==> config.mk <==
export PLATFORM = sky130hd
export DESIGN_NAME = async_bus_seq
export DESIGN_NICKNAME = d
export VERILOG_FILES = /design/src/rtl/asb_pkg.sv /design/src/rtl/asb_sync.sv /design/src/rtl/asb_wait_timer.sv /design/src/rtl/asb_seq_fsm.sv /design/src/rtl/async_bus_seq.sv
export SDC_FILE = /design/constraint.sdc
export NUM_CORES = 1
export LEC_CHECK = 0
export BUFFER_PORTS_ARGS = -buffer_cell sky130_fd_sc_hd__buf_2
export CAP_MARGIN = 10
export CORE_MARGIN = 1.5
export CORE_UTILIZATION = 25
export CTS_CLUSTER_DIAMETER = 80
export DETAILED_ROUTE_END_ITERATION = 10
export HOLD_SLACK_MARGIN = 0.02
export PLACE_DENSITY = 0.57
export SYNTH_ARGS = -nofsm -noshare
export SYNTH_HDL_FRONTEND = slang
export SYNTH_SLANG_ARGS = --single-unit
==> constraint.sdc <==
create_clock -name clk -period 2.05 [get_ports clk]
set_clock_uncertainty 0.05 [all_clocks]
set_input_delay 0.3075 -clock clk [delete_from_list [all_inputs] [get_ports clk]]
set_output_delay 0.3075 -clock clk [all_outputs]
set_load 0.02 [all_outputs]
==> src/rtl/asb_pkg.sv <==
package asb_pkg;

  // One state per half bus clock; WAIT_A/WAIT_B form an inserted wait pair.
  typedef enum logic [3:0] {
    ST_IDLE   = 4'd0,
    ST_S0     = 4'd1,
    ST_S1     = 4'd2,
    ST_S2     = 4'd3,
    ST_S3     = 4'd4,
    ST_WAIT_A = 4'd5,
    ST_WAIT_B = 4'd6,
    ST_S4     = 4'd7,
    ST_S5     = 4'd8
  } asb_state_e;

endpackage

==> src/rtl/asb_sync.sv <==
module asb_sync #(
  parameter int STAGES  = 2,
  parameter bit RST_VAL = 1'b1
) (
  input  logic clk,
  input  logic rst_n,
  input  logic d,
  output logic q
);

  logic [STAGES-1:0] chain;

  for (genvar i = 0; i < STAGES; i++) begin : g_stage
    if (i == 0) begin : g_first
      always_ff @(posedge clk or negedge rst_n) begin
        if (!rst_n) chain[0] <= RST_VAL;
        else        chain[0] <= d;
      end
    end else begin : g_next
      always_ff @(posedge clk or negedge rst_n) begin
        if (!rst_n) chain[i] <= RST_VAL;
        else        chain[i] <= chain[i-1];
      end
    end
  end

  assign q = chain[STAGES-1];

endmodule

==> src/rtl/asb_wait_timer.sv <==
module asb_wait_timer #(
  parameter int WAIT_W = 8
) (
  input  logic              clk,
  input  logic              rst_n,
  input  logic              clear,
  input  logic              step,
  input  logic [WAIT_W-1:0] limit,
  output logic              expired
);

  logic [WAIT_W-1:0] pairs_q;

  // step is only raised while pairs_q differs from limit, so no wrap occurs
  always_ff @(posedge clk or negedge rst_n) begin
    if (!rst_n)     pairs_q <= '0;
    else if (clear) pairs_q <= '0;
    else if (step)  pairs_q <= pairs_q + 1'b1;
  end

  assign expired = (pairs_q == limit);

endmodule

==> src/rtl/asb_seq_fsm.sv <==
module asb_seq_fsm
  import asb_pkg::*;
(
  input  logic       clk,
  input  logic       rst_n,
  input  logic       start,
  input  logic       ack_seen,
  input  logic       expired,
  output asb_state_e state,
  output logic       step,
  output logic       abort
);

  asb_state_e state_q, state_d;
  logic       abort_q;
  logic       check;

  assign check = (state_q == ST_S3) || (state_q == ST_WAIT_B);
  assign step  = check && !ack_seen && !expired;

  always_comb begin
    state_d = state_q;
    unique case (state_q)
      ST_IDLE:   if (start) state_d = ST_S0;
      ST_S0:     state_d = ST_S1;
      ST_S1:     state_d = ST_S2;
      ST_S2:     state_d = ST_S3;
      ST_S3, ST_WAIT_B: begin
        if (ack_seen)     state_d = ST_S4;
        else if (expired) state_d = ST_S5;
        else              state_d = ST_WAIT_A;
      end
      ST_WAIT_A: state_d = ST_WAIT_B;
      ST_S4:     state_d = ST_S5;
      ST_S5:     state_d = ST_IDLE;
      default:   state_d = ST_IDLE;
    endcase
  end

  always_ff @(posedge clk or negedge rst_n) begin
    if (!rst_n) begin
      state_q <= ST_IDLE;
      abort_q <= 1'b0;
    end else begin
      state_q <= state_d;
      if (start)
        abort_q <= 1'b0;
      else if (check && !ack_seen && expired)
        abort_q <= 1'b1;
    end
  end

  assign state = state_q;
  assign abort = abort_q;

endmodule

==> src/rtl/async_bus_seq.sv <==
module async_bus_seq
  import asb_pkg::*;
#(
  parameter int AW          = 24,
  parameter int DW          = 16,
  parameter int WAIT_W      = 8,
  parameter int SYNC_STAGES = 2
) (
  input  logic              clk,
  input  logic              rst_n,
  input  logic [WAIT_W-1:0] cfg_wait_limit,
  input  logic              req_valid,
  output logic              req_ready,
  input  logic              req_write,
  input  logic [AW-1:0]     req_addr,
  input  logic [DW-1:0]     req_wdata,
  output logic              rsp_valid,
  input  logic              rsp_ready,
  output logic [DW-1:0]     rsp_rdata,
  output logic              rsp_err,
  output logic [AW-1:0]     bus_addr,
  output logic              bus_read,
  output logic              bus_as_n,
  output logic              bus_ds_n,
  output logic              bus_cs_n,
  output logic              bus_data_oe,
  output logic [DW-1:0]     bus_wdata,
  input  logic [DW-1:0]     bus_rdata,
  input  logic              bus_ack_n
);

  localparam logic [DW-1:0] DATA_ZERO = '0;

  asb_state_e    state;
  logic          ack_n_sync, ack_seen;
  logic          start, step, expired, abort;
  logic          in_cycle, as_win, ds_win, oe_win;
  logic [AW-1:0] addr_q;
  logic [DW-1:0] wdata_q, rdata_q;
  logic          write_q, rsp_valid_q;

  asb_sync #(.STAGES(SYNC_STAGES), .RST_VAL(1'b1)) u_ack_sync (
    .clk   (clk),
    .rst_n (rst_n),
    .d     (bus_ack_n),
    .q     (ack_n_sync)
  );
  assign ack_seen = !ack_n_sync;

  asb_wait_timer #(.WAIT_W(WAIT_W)) u_timer (
    .clk     (clk),
    .rst_n   (rst_n),
    .clear   (start),
    .step    (step),
    .limit   (cfg_wait_limit),
    .expired (expired)
  );

  asb_seq_fsm u_fsm (
    .clk      (clk),
    .rst_n    (rst_n),
    .start    (start),
    .ack_seen (ack_seen),
    .expired  (expired),
    .state    (state),
    .step     (step),
    .abort    (abort)
  );

  // Request side: one access in flight, response must drain, device must let go
  assign req_ready = (state == ST_IDLE) && !rsp_valid_q && !ack_seen;
  assign start     = req_valid && req_ready;

  always_ff @(posedge clk or negedge rst_n) begin
    if (!rst_n) begin
      addr_q  <= '0;
      wdata_q <= '0;
      write_q <= 1'b0;
    end else if (start) begin
      addr_q  <= req_addr;
      wdata_q <= req_wdata;
      write_q <= req_write;
    end
  end

  // Strobe windows in half-states
  always_comb begin
    in_cycle = (state != ST_IDLE);
    as_win   = 1'b0;
    ds_win   = 1'b0;
    oe_win   = 1'b0;
    unique case (state)
      ST_S1:                      as_win = 1'b1;
      ST_S2:           begin as_win = 1'b1; oe_win = 1'b1; end
      ST_S3, ST_WAIT_A, ST_WAIT_B, ST_S4:
                       begin as_win = 1'b1; ds_win = 1'b1; oe_win = 1'b1; end
      ST_S5:                      oe_win = 1'b1;
      default: ;
    endcase
  end

  assign bus_addr    = addr_q;
  assign bus_read    = !(in_cycle && write_q);
  assign bus_as_n    = !as_win;
  assign bus_ds_n    = !ds_win;
  assign bus_cs_n    = write_q ? !ds_win : !as_win;
  assign bus_data_oe = write_q && oe_win;
  assign bus_wdata   = wdata_q;

  // Read capture at the end of S4 and response hand-off
  always_ff @(posedge clk or negedge rst_n) begin
    if (!rst_n) begin
      rdata_q     <= DATA_ZERO;
      rsp_valid_q <= 1'b0;
    end else begin
      if (start)
        rdata_q <= DATA_ZERO;
      else if (state == ST_S4 && !write_q)
        rdata_q <= bus_rdata;

      if (state == ST_S5)
        rsp_valid_q <= 1'b1;
      else if (rsp_valid_q && rsp_ready)
        rsp_valid_q <= 1'b0;
    end
  end

  assign rsp_valid = rsp_valid_q;
  assign rsp_rdata = rdata_q;
  assign rsp_err   = abort;

endmodule

==> reports/results.txt, run 1 <==
status -> complete, no violations
Via Count -> 2,756
Final Hold Vio Count -> 0
hold path depth -> 3
crit share post-route -> 0.9278
crit path DAT -> 1.54 ns
postcts setup bufs -> 0
Finished Layout Cells -> 629
router iterations before antenna repair -> 4
Critical Path Sink Type -> primary output
startpoint type of the worst setup path -> flip-flop
Slew Limit Fails -> 0
sink of the worst hold path -> bus_wdata[11]
post-synthesis async set-or-reset flop share -> 1.000
placed insts -> 611
mean post-synth cell area -> 9.023 sq um
CTS clk-pin slew, worst paths -> 0.05 ns
Core Util, Final -> 0.3527
worst-path cell chain -> buf_4 > a21oi_1 > or2_2 > a21oi_1 > buf_2
die area -> 12,950 sq um
reg2reg setup slack -> 0.17 ns
critical path peak fanout -> 6
htree depth -> 3
via density per instance -> 4.382
RR Startpoint -> u_fsm.state[0]
post-DR wirelength/cell -> 12.67 um
pre-CTS WS -> 0.2001 ns
fillers -> 1,245
gr usage total -> 0.1309
synthesized net count -> 411
RSZ-0062 raised after global routing -> no
R2R Path End -> u_timer.pairs_q[5]
Worst Path Required -> 1.69 ns
Leak -> 2.253 nW
critical path class -> flip-flop to primary output
critical path's top delay family -> flip-flops
min-delay src -> req_wdata[11]
fraction of final layout cells with drive strength greater than 1 -> 0.3402
pin count of the biggest net entering global routing -> 43
antenna-violating nets left -> 0
Yosys cell types -> 33
vias in the first global route -> 2,619
share of the synthesized area in the top cell type -> 0.5791
TritonCTS Sinks -> 73
HP Class -> input pin to flip-flop
CP peak stage delay -> 0.41 ns
clock buffer depth -> 2
first-pass GRT wire length -> 12,900 um
I/O Pins -> 134
Final Setup Violations -> 0
die span in x -> 113.8 um
FF+latch count, synth -> 73
CP bufs+invs -> 2
Post-layout nets -> 548
Num CTS Buffers -> 9
Cells after Synth -> 340
Syn. warnings -> 0
1st-iter DRT viols -> 197
most frequent CP cell -> a21oi_1
Power, Total -> 0.006181 W
post-synthesis sequential area ratio -> 0.5962
Post-synth top flop -> dfrtp_1
Slew HR -> 0.6538
Reg2Reg Depth -> 6
hpwl dp -> 5717 um
top post-synthesis cells by area -> dfrtp_1 58%, nand2_1 19%, a21oi_1 3.6%
Power Density -> 1459 nW/um^2
CTS tree -> done
antenna violations before repair -> 0
Syn-to-layout area delta -> 38.09%
Setup WS post-layout -> 0.1479 ns
gr ovfl total -> 0
VDD IR max -> 0.5309 mV
area of the multi-input gates -> 1142 sq um
Post-route DRC -> 0
final RePlAce weighted congestion -> 0.7393
Final min period -> 1.902 ns
drt total wl -> 7972 um
chip height -> 113.8 um
Starting Density -> 0.2554
Antenna Cells -> 0
measured slew at the worst slew-check pin -> 0.5193 ns
core area -> 12,010 sq um
EDFF count, synth -> 0
top cell type by total area after synthesis -> dfrtp_1
row count -> 40
max_cap viols -> 0
port buffer count -> 133
slowest cell on the critical path -> dfrtp_2
Max Clk Rate -> 525.7 MHz
register area -> 1831 sq um
clk_lat worst skew -> 0.33 ns
post-route setup TNS -> 0 ns
Post-Syn Area -> 3068 sq um
clk root buf -> clkbuf_16
## cells by family after synthesis
kind of cell	count (synthesis)	synth area share
flops	73	0.5962
compound gates	43	0.07872
xor+xnor	10	0.02855
mux	1	0.003263
fa+ha+maj	1	0.004078
simple gates	190	0.2557
buf+inv	22	0.03344
## worst max-delay path by stage
| stage | start | end | slack (ns) | cells past startpoint |
|---|---|---|---|---|
| 4_1_cts | u_fsm.state[2] | bus_data_oe | 0.07 | 5 |
| 3_3_place_gp | u_fsm.state[0] | u_timer.pairs_q[5] | 0.24 | 6 |
| 5_1_grt | u_fsm.state[0] | u_timer.pairs_q[5] | 0.0008 | 6 |
| 6_report | u_fsm.state[2] | bus_data_oe | 0.15 | 5 |
| 3_5_place_dp | u_fsm.state[0] | u_timer.pairs_q[5] | 0.20 | 6 |
| 2_1_floorplan | u_fsm.state[2] | bus_addr[0] | 0.36 | 7 |
## worst min-delay path, cell delays in order
cell	delay (ns)
buf_2	0.07
nand2_1	0.04
nand2_1	0.04
## where the power goes
group	internal (W)	total [W]	switching, W	leakage (nW)
Clock	0.000879	0.00145	0.000570	0.139
Combinational	0.000856	0.00240	0.00154	1.18
Sequential	0.00199	0.00233	0.000345	0.930
## cells in the mapped netlist (2+ instances only)
cell        n
o31ai_1     4
buf_2       9
nor2_1      5
nand4_1     5
xnor2_1     8
clkbuf_1    6
and2_1      2
nand3_1     5
o21ai_0    10
and3_1      2
xor2_1      2
dfrtp_1    71
o211ai_1    4
dfstp_2     2
or2_2       2
inv_1       5
or3_1       3
nand2_1   158
a21oi_1    22
nand3b_1    2
## state kept, by name, summed over array words and instances (netlist names), 4 cells and up
register	flops
bus_addr	24
bus_wdata	16
rsp_rdata	16
u_fsm.state	4
u_timer.pairs_q	8
## layout make-up
| class | count | share of cell area |
|---|---|---|
| clock buffer | 13 | 0.06143 |
| inverter | 5 | 0.004430 |
| sequential | 73 | 0.4321 |
| clock inverter | 3 | 0.003544 |
| timing repair buffer | 143 | 0.1855 |
| tap | 147 | 0.04341 |
| multi-input combinational | 245 | 0.2696 |
## routing by layer
layer | vias up | track usage | wire (um)
li1 | 1374 | - | -
met1 | 1254 | 0.1685 | 3592
met2 | 112 | 0.1944 | 3553
met3 | 16 | 0.04198 | 598
met4 | 0 | 0.07333 | 228
met5 | - | 0 | 0
## what timing repair did
action / in CTS / in global routing
setup endpoints to repair: 0 / 1
gates resized for setup: 0 / 1
hold buffers: 2 / 0
hold endpoints to repair: 32 / 0
## cells in the final DEF (no fill, tap or decap), drive strengths merged, types with 2 or more instances in the layout
cell         instances
clkinv               3
o211ai               4
dfrtp               71
nand3b               2
nand4                5
o21ai               10
clkbuf              13
dlygate4sd3          2
dfstp                2
inv                  5
xor2                 2
nor2                 6
a21oi               22
and3                 2
or2                  2
and2                 2
o31ai                4
buf                141
or3                  3
xnor2                8
nand2              158
nand3                5
## metrics by stage
stage | hold WS [ns] | cell area (sq um)
finish | 0.1102 | 4237
global route | 0.1081 | 4237
CTS | 0.09419 | 4235
detailed placement | 0.2316 | 3940
global placement | 0.2286 | 3940
floorplan | -0.03809 | 3068
Note: power is estimated with default switching activity, not from simulation.
==> run 2: changes to the inputs <==
--- a/config.mk
+++ b/config.mk
@@ -8,11 +8,11 @@
 export BUFFER_PORTS_ARGS = -buffer_cell sky130_fd_sc_hd__buf_2
 export CAP_MARGIN = 10
 export CORE_MARGIN = 1.5
-export CORE_UTILIZATION = 25
+export CORE_UTILIZATION = 47
 export CTS_CLUSTER_DIAMETER = 80
 export DETAILED_ROUTE_END_ITERATION = 10
 export HOLD_SLACK_MARGIN = 0.02
-export PLACE_DENSITY = 0.57
+export PLACE_DENSITY = 0.88
 export SYNTH_ARGS = -nofsm -noshare
 export SYNTH_HDL_FRONTEND = slang
 export SYNTH_SLANG_ARGS = --single-unit
==> run 2 against run 1 <==
Compared with the run above: flip-flop and latch count stayed put; non-clock buffer count stayed put; register-to-register slack better by 0.07 ns; via count is 0.40% higher.
==> reports/results.txt, run 2 (same netlist as run 1, synthesis figures left out) <==
row count -> 29 (-28%)
number of flip-flops in the largest register -> 24 (unchanged)
clock buffer depth -> 2 (unchanged)
Power, Total -> 0.006042 W (-2.3%)
core area -> 6314 sq um (-47%)
Critical Path Sink Type -> primary output
gr usage total -> 0.2144 (+0.08348)
Reg2Reg Depth -> 5 (-1)
fraction of final layout cells with drive strength greater than 1 -> 0.3423 (+0.002075)
clock group share of total power -> 0.223 (-0.011)
Final Setup Violations -> 0 (unchanged)
die span in x -> 83.80 um (-26%)
drt total wl -> 7041 um (-12%)
CTS clk-pin slew, worst paths -> 0.08 ns (+0.03 ns)
post-DR wirelength/cell -> 12.60 um (-0.62%)
chip height -> 83.80 um (-26%)
status -> complete, no violations
vias in the first global route -> 2,708 (+3.4%)
reg2reg setup slack -> 0.24 ns (+0.07 ns)
clk_lat worst skew -> 0.33 ns (about the same)
antenna-violating nets left -> 0 (unchanged)
pre-CTS WS -> 0.1882 ns (-0.01195 ns)
switching share of power -> 0.3980 (about the same)
router iterations before antenna repair -> 4 (unchanged)
htree depth -> 3 (unchanged)
Power Density -> 1473 nW/um^2 (+0.94%)
startpoint type of the worst setup path -> flip-flop
Final Hold Vio Count -> 0 (unchanged)
crit share post-route -> 0.9050 (-0.02286)
post-route setup TNS -> 0 ns (unchanged)
Post-route DRC -> 0 (unchanged)
combinational fraction of design power -> 0.393 (+0.005)
RSZ-0062 raised after global routing -> no
Via Count -> 2,767 (+0.40%)
Post-layout nets -> 548 (unchanged)
R2R Path End -> u_timer.pairs_q[5]
crit path launch -> u_fsm.state[2]
CTS tree -> done
critical path peak fanout -> 6 (unchanged)
Syn-to-layout area delta -> 33.73%
most common cell after layout, fill and taps aside -> nand2_1
Worst Path Required -> 1.69 ns (about the same)
Slew HR -> 0.6509 (-0.002881)
max_cap viols -> 0 (unchanged)
Starting Density -> 0.4859 (+0.2305)
TritonCTS Sinks -> 73 (unchanged)
via density per instance -> 4.950 (+13%)
HP Class -> input pin to flip-flop
Slew Limit Fails -> 0 (unchanged)
die area -> 7022 sq um (-46%)
Leak -> 2.227 nW (-1.1%)
Setup WS post-layout -> 0.1948 ns (+0.04686 ns)
Final min period -> 1.855 ns (-0.04686 ns)
crit path to -> bus_cs_n
first-pass GRT wire length -> 12,070 um (-6.5%)
1st-iter DRT viols -> 183 (-7.1%)
most frequent cells in the layout -> 158 x nand2_1, 132 x buf_2, 71 x dfrtp_1, 22 x a21oi_1
Net Switching -> 0.002404 W (-2.2%)
clk root buf -> clkbuf_8
I/O Pins -> 134 (unchanged)
hpwl dp -> 5109 um (-11%)
Num CTS Buffers -> 9 (unchanged)
measured slew at the worst slew-check pin -> 0.5236 ns (+0.004322 ns)
Seq pwr share -> 0.384 (+0.007)
pin count of the biggest net entering global routing -> 39 (-9.3%)
antenna violations before repair -> 0 (unchanged)
crit path DAT -> 1.50 ns (-0.04 ns)
final RePlAce weighted congestion -> 0.8106 (+9.6%)
gr ovfl total -> 0 (unchanged)
critical path class -> flip-flop to primary output
Cell Int Power -> 0.003637 W (-2.3%)
Antenna Cells -> 0 (unchanged)
port buffer count -> 133 (unchanged)
Max Clk Rate -> 539.0 MHz (+2.5%)
RR Startpoint -> u_fsm.state[0]
VDD IR max -> 0.8127 mV (+53%)
[run 2: cell type report]
type                    count  area, sq um
fillers                   552         2211
multi-input cells         245         1142
well taps                  77        96.34
flip-flops and latches     73         1829
clock buffers               9        123.9
clock inverters             7        118.9
repair buffers            143        773.2
inverters                   5        18.77
[run 2: worst max-delay path, stage by stage (launching register included)]
cell      delay, ns
dfrtp_1        0.45
nor2_1         0.11
or2_2          0.29
o21bai_1       0.15
buf_2          0.16
[run 2: per-layer routing]
metal  vias up  wire (um)  global-route usage
met5         -          0                   0
met4         0        138             0.09091
met3        13        444             0.03759
met2       112       3474              0.3526
met1      1279       2983              0.2812
li1       1363          -                   -
[run 2: timing repair]
| action | CTS | global route |
|---|---|---|
| hold buffers | 2 | 0 |
| buffers inserted | 0 | 0 |
| hold endpoints to repair | 35 | 0 |
| gates resized for setup | 0 | 1 |
| endpoints found under the setup margin | 0 | 4 |
[run 2: worst min path at each step]
stage | startpoint | slack, ns | end | cells past startpoint
after floorplan | rst_n | -0.04 | bus_addr[0] | 0
after global placement | rst_n | 0.25 | u_timer.pairs_q[6] | 1
after detailed placement | rst_n | 0.25 | u_timer.pairs_q[6] | 1
after CTS | rsp_ready | 0.08 | rsp_valid | 2
after global routing | rsp_ready | 0.09 | rsp_valid | 2
final | rsp_ready | 0.1 | rsp_valid | 2
[run 2: power groups by stage]
stage | clock network (W) | registers [W] | logic [W]
after detailed placement | 0 | 0.00233 | 0.00240
after CTS | 0.00138 | 0.00232 | 0.00241
after global placement | 0 | 0.00231 | 0.00233
after global routing | 0.00143 | 0.00240 | 0.00261
final | 0.00134 | 0.00232 | 0.00238
after floorplan | 0 | 0.00288 | 0.000972
[run 2: stage by stage]
step | util | area, sq um | hold slack [ns] | instances
6_report | 0.6498 | 4103 | 0.09673 | 559
5_1_grt | 0.6498 | 4103 | 0.09265 | 559
4_1_cts | 0.6498 | 4103 | 0.07997 | 559
3_5_place_dp | 0.6082 | 3840 | 0.2509 | 541
3_3_place_gp | 0.6082 | 3840 | 0.2461 | 541
2_1_floorplan | - | 3068 | -0.03809 | 340
==> run 3: changes to the inputs <==
--- a/config.mk
+++ b/config.mk
@@ -7,7 +7,7 @@
 export LEC_CHECK = 0
 export BUFFER_PORTS_ARGS = -buffer_cell sky130_fd_sc_hd__buf_2
 export CAP_MARGIN = 10
-export CORE_MARGIN = 1.5
+export CORE_MARGIN = 5
 export CORE_UTILIZATION = 47
 export CTS_CLUSTER_DIAMETER = 80
 export DETAILED_ROUTE_END_ITERATION = 10
==> constraint.sdc (replaced) <==
create_clock -name clk -period 2 [get_ports clk]
set_clock_uncertainty 0.05 [all_clocks]
set_input_delay 0.3 -clock clk [delete_from_list [all_inputs] [get_ports clk]]
set_output_delay 0.3 -clock clk [all_outputs]
set_load 0.02 [all_outputs]
==> run 3 against run 2 <==
Compared with the run above: wire length grew 4.8%; register-to-register slack lost 0.05 ns; count of clock-buffer cells in the layout grew 2; critical endpoint is now bus_data_oe; highest routed layer unchanged.
==> reports/results.txt, run 3 (same netlist as run 1, synthesis figures left out) <==
status -> complete, no violations
critical path class -> flip-flop to primary output
Net Switching -> 0.002441 W (+1.5%)
met3 usage -> 0.05667 (+0.01908)
clock group share of total power -> 0.217 (-0.006)
Power Density -> 1508 nW/um^2 (+2.4%)
startpoint type of the worst setup path -> flip-flop
fillers -> 535 (-3.1%)
CP bufs+invs -> 2 (+1)
CP peak stage delay -> 0.43 ns (-0.02 ns)
htree depth -> 3 (unchanged)
most common cell after layout, fill and taps aside -> nand2_1
Final min period -> 1.874 ns
Via Count -> 2,769 (+0.072%)
combinational fraction of design power -> 0.397 (+0.004)
Slew Limit Fails -> 0 (unchanged)
I/O Pins -> 134 (unchanged)
gr ovfl total -> 0 (unchanged)
first-pass GRT wire length -> 12,440 um (+3.1%)
postcts setup bufs -> 0 (unchanged)
TritonCTS Sinks -> 73 (unchanged)
crit path DAT -> 1.52 ns (+0.02 ns)
die area -> 8244 sq um (+17%)
core area -> 6350 sq um (+0.57%)
VDD IR max -> 0.8245 mV (+1.4%)
clock buffer depth -> 2 (unchanged)
GR Util met1 -> 0.2302 (-0.05100)
Leak -> 2.236 nW (+0.42%)
die span in x -> 90.80 um (+8.4%)
drt total wl -> 7379 um (+4.8%)
pin count of the biggest net entering global routing -> 45 (+15%)
Final Setup Violations -> 0 (unchanged)
Post-route DRC -> 0 (unchanged)
critical path peak fanout -> 7 (+1)
most utilized layer in the global route result -> met2
Post-layout nets -> 549 (+0.18%)
CTS tree -> done
gr usage total -> 0.1821 (-0.03229)
Critical Path Sink Type -> primary output
hpwl dp -> 5588 um (+9.4%)
worst-path cell chain -> buf_4 > a21oi_1 > or2_2 > a21oi_1 > buf_4
slowest cell on the critical path -> dfrtp_2
RSZ-0062 raised after global routing -> no
post-DR wirelength/cell -> 13.18 um (+4.6%)
Max Clk Rate -> 533.6 MHz
chip height -> 90.80 um (+8.4%)
antenna-violating nets left -> 0 (unchanged)
Seq pwr share -> 0.386 (+0.002)
via density per instance -> 4.945 (-0.11%)
clk_lat worst skew -> 0.33 ns (about the same)
Starting Density -> 0.4832 (-0.002777)
row count -> 29 (unchanged)
number of flip-flops in the largest register -> 24 (unchanged)
router iterations before antenna repair -> 4 (unchanged)
most frequent cells in the layout -> 158 x nand2_1, 131 x buf_2, 70 x dfrtp_1, 22 x a21oi_1, 10 x o21ai_0
Cell Int Power -> 0.003744 W (+2.9%)
post-route setup TNS -> 0 ns (unchanged)
CTS clk-pin slew, worst paths -> 0.07 ns (about the same)
critical path's top delay family -> flip-flops
Num CTS Buffers -> 9 (unchanged)
M2 GR Usage -> 0.2972 (-0.05542)
final RePlAce weighted congestion -> 0.8124 (+0.22%)
port buffer count -> 133 (unchanged)
clk root buf -> clkbuf_8
Syn-to-layout area delta -> 33.69% (about the same)
max_cap viols -> 0 (unchanged)
measured slew at the worst slew-check pin -> 0.4872 ns (-0.03641 ns)
1st-iter DRT viols -> 105 (-43%)
Final Hold Vio Count -> 0 (unchanged)
hold_ws -> 0.1034 ns (+0.006692 ns)
crit share post-route -> 0.9370
Antenna Cells -> 0 (unchanged)
vias in the first global route -> 2,777 (+2.5%)
Slew HR -> 0.6752 (+0.02428)
Power, Total -> 0.006185 W (+2.4%)
HP Class -> input pin to flip-flop
Worst Path Required -> 1.65 ns (-0.04 ns)
fraction of final layout cells with drive strength greater than 1 -> 0.3395 (-0.002779)
switching share of power -> 0.3946 (-0.003322)
antenna violations before repair -> 0 (unchanged)
-- run 3: per-stage QoR --
step | area, sq um | instances | worst slack [ns] | util
final | 4101 | 560 | 0.1260 | 0.6459
after global routing | 4101 | 560 | 0.01406 | 0.6459
after CTS | 4098 | 560 | 0.02875 | 0.6453
after detailed placement | 3842 | 542 | 0.2184 | 0.6051
after global placement | 3842 | 542 | 0.2713 | 0.6051
after floorplan | 3068 | 340 | 0.3065 | -
-- run 3: area by class of cell --
class / count / area, sq um / area share
Sequential cell: 73 / 1831 / 0.4463
Multi-Input combinational cell: 245 / 1137 / 0.2773
Timing Repair Buffer: 144 / 783.3 / 0.1910
Clock buffer: 11 / 131.4 / 0.03203
Clock inverter: 5 / 103.9 / 0.02532
Tap cell: 77 / 96.34 / 0.02349
Inverter: 5 / 18.77 / 0.004576
-- run 3: worst paths after layout --
kind                                       to  cells after the start  slack (ns)           startpoint
max                               bus_data_oe                      5        0.13       u_fsm.state[2]
min                                 rsp_valid                      2        0.10            rsp_ready
max reg2reg                u_timer.pairs_q[3]                      6        0.19       u_fsm.state[3]
min reg2reg                      u_ack_sync.q                      0        0.31  u_ack_sync.chain[0]
max in group asynchronous        u_ack_sync.q                      3        0.89                rst_n
min in group asynchronous        rsp_rdata[8]                      2        0.39                rst_n
-- run 3: what timing repair did --
action | CTS | global route
resized for setup | 0 | 2
hold buffers | 2 | 0
endpoints found under the hold margin | 30 | 0
endpoints found under the setup margin | 0 | 1
-- run 3: worst reg2reg max path, cell delays in order, from the launching register on --
cell and delay (ns):
dfrtp_1 0.46, nor2_1 0.22, and3_1 0.19, o21ai_0 0.14, buf_4 0.20, or3_1 0.34, a21oi_1 0.15
-- run 3: power by group through the flow --
stage	sequential, W	combinational (W)	clock (W)
floorplan	0.00295	0.000996	0
global placement	0.00239	0.00240	0
detailed placement	0.00240	0.00248	0
CTS	0.00238	0.00248	0.00139
global route	0.00246	0.00269	0.00145
finish	0.00239	0.00246	0.00134
-- run 3: routing by layer --
metal / up-vias / wire length [um]
met5: - / 0
met4: 0 / 116
met3: 8 / 564
met2: 103 / 3507
met1: 1289 / 3191
li1: 1369 / -
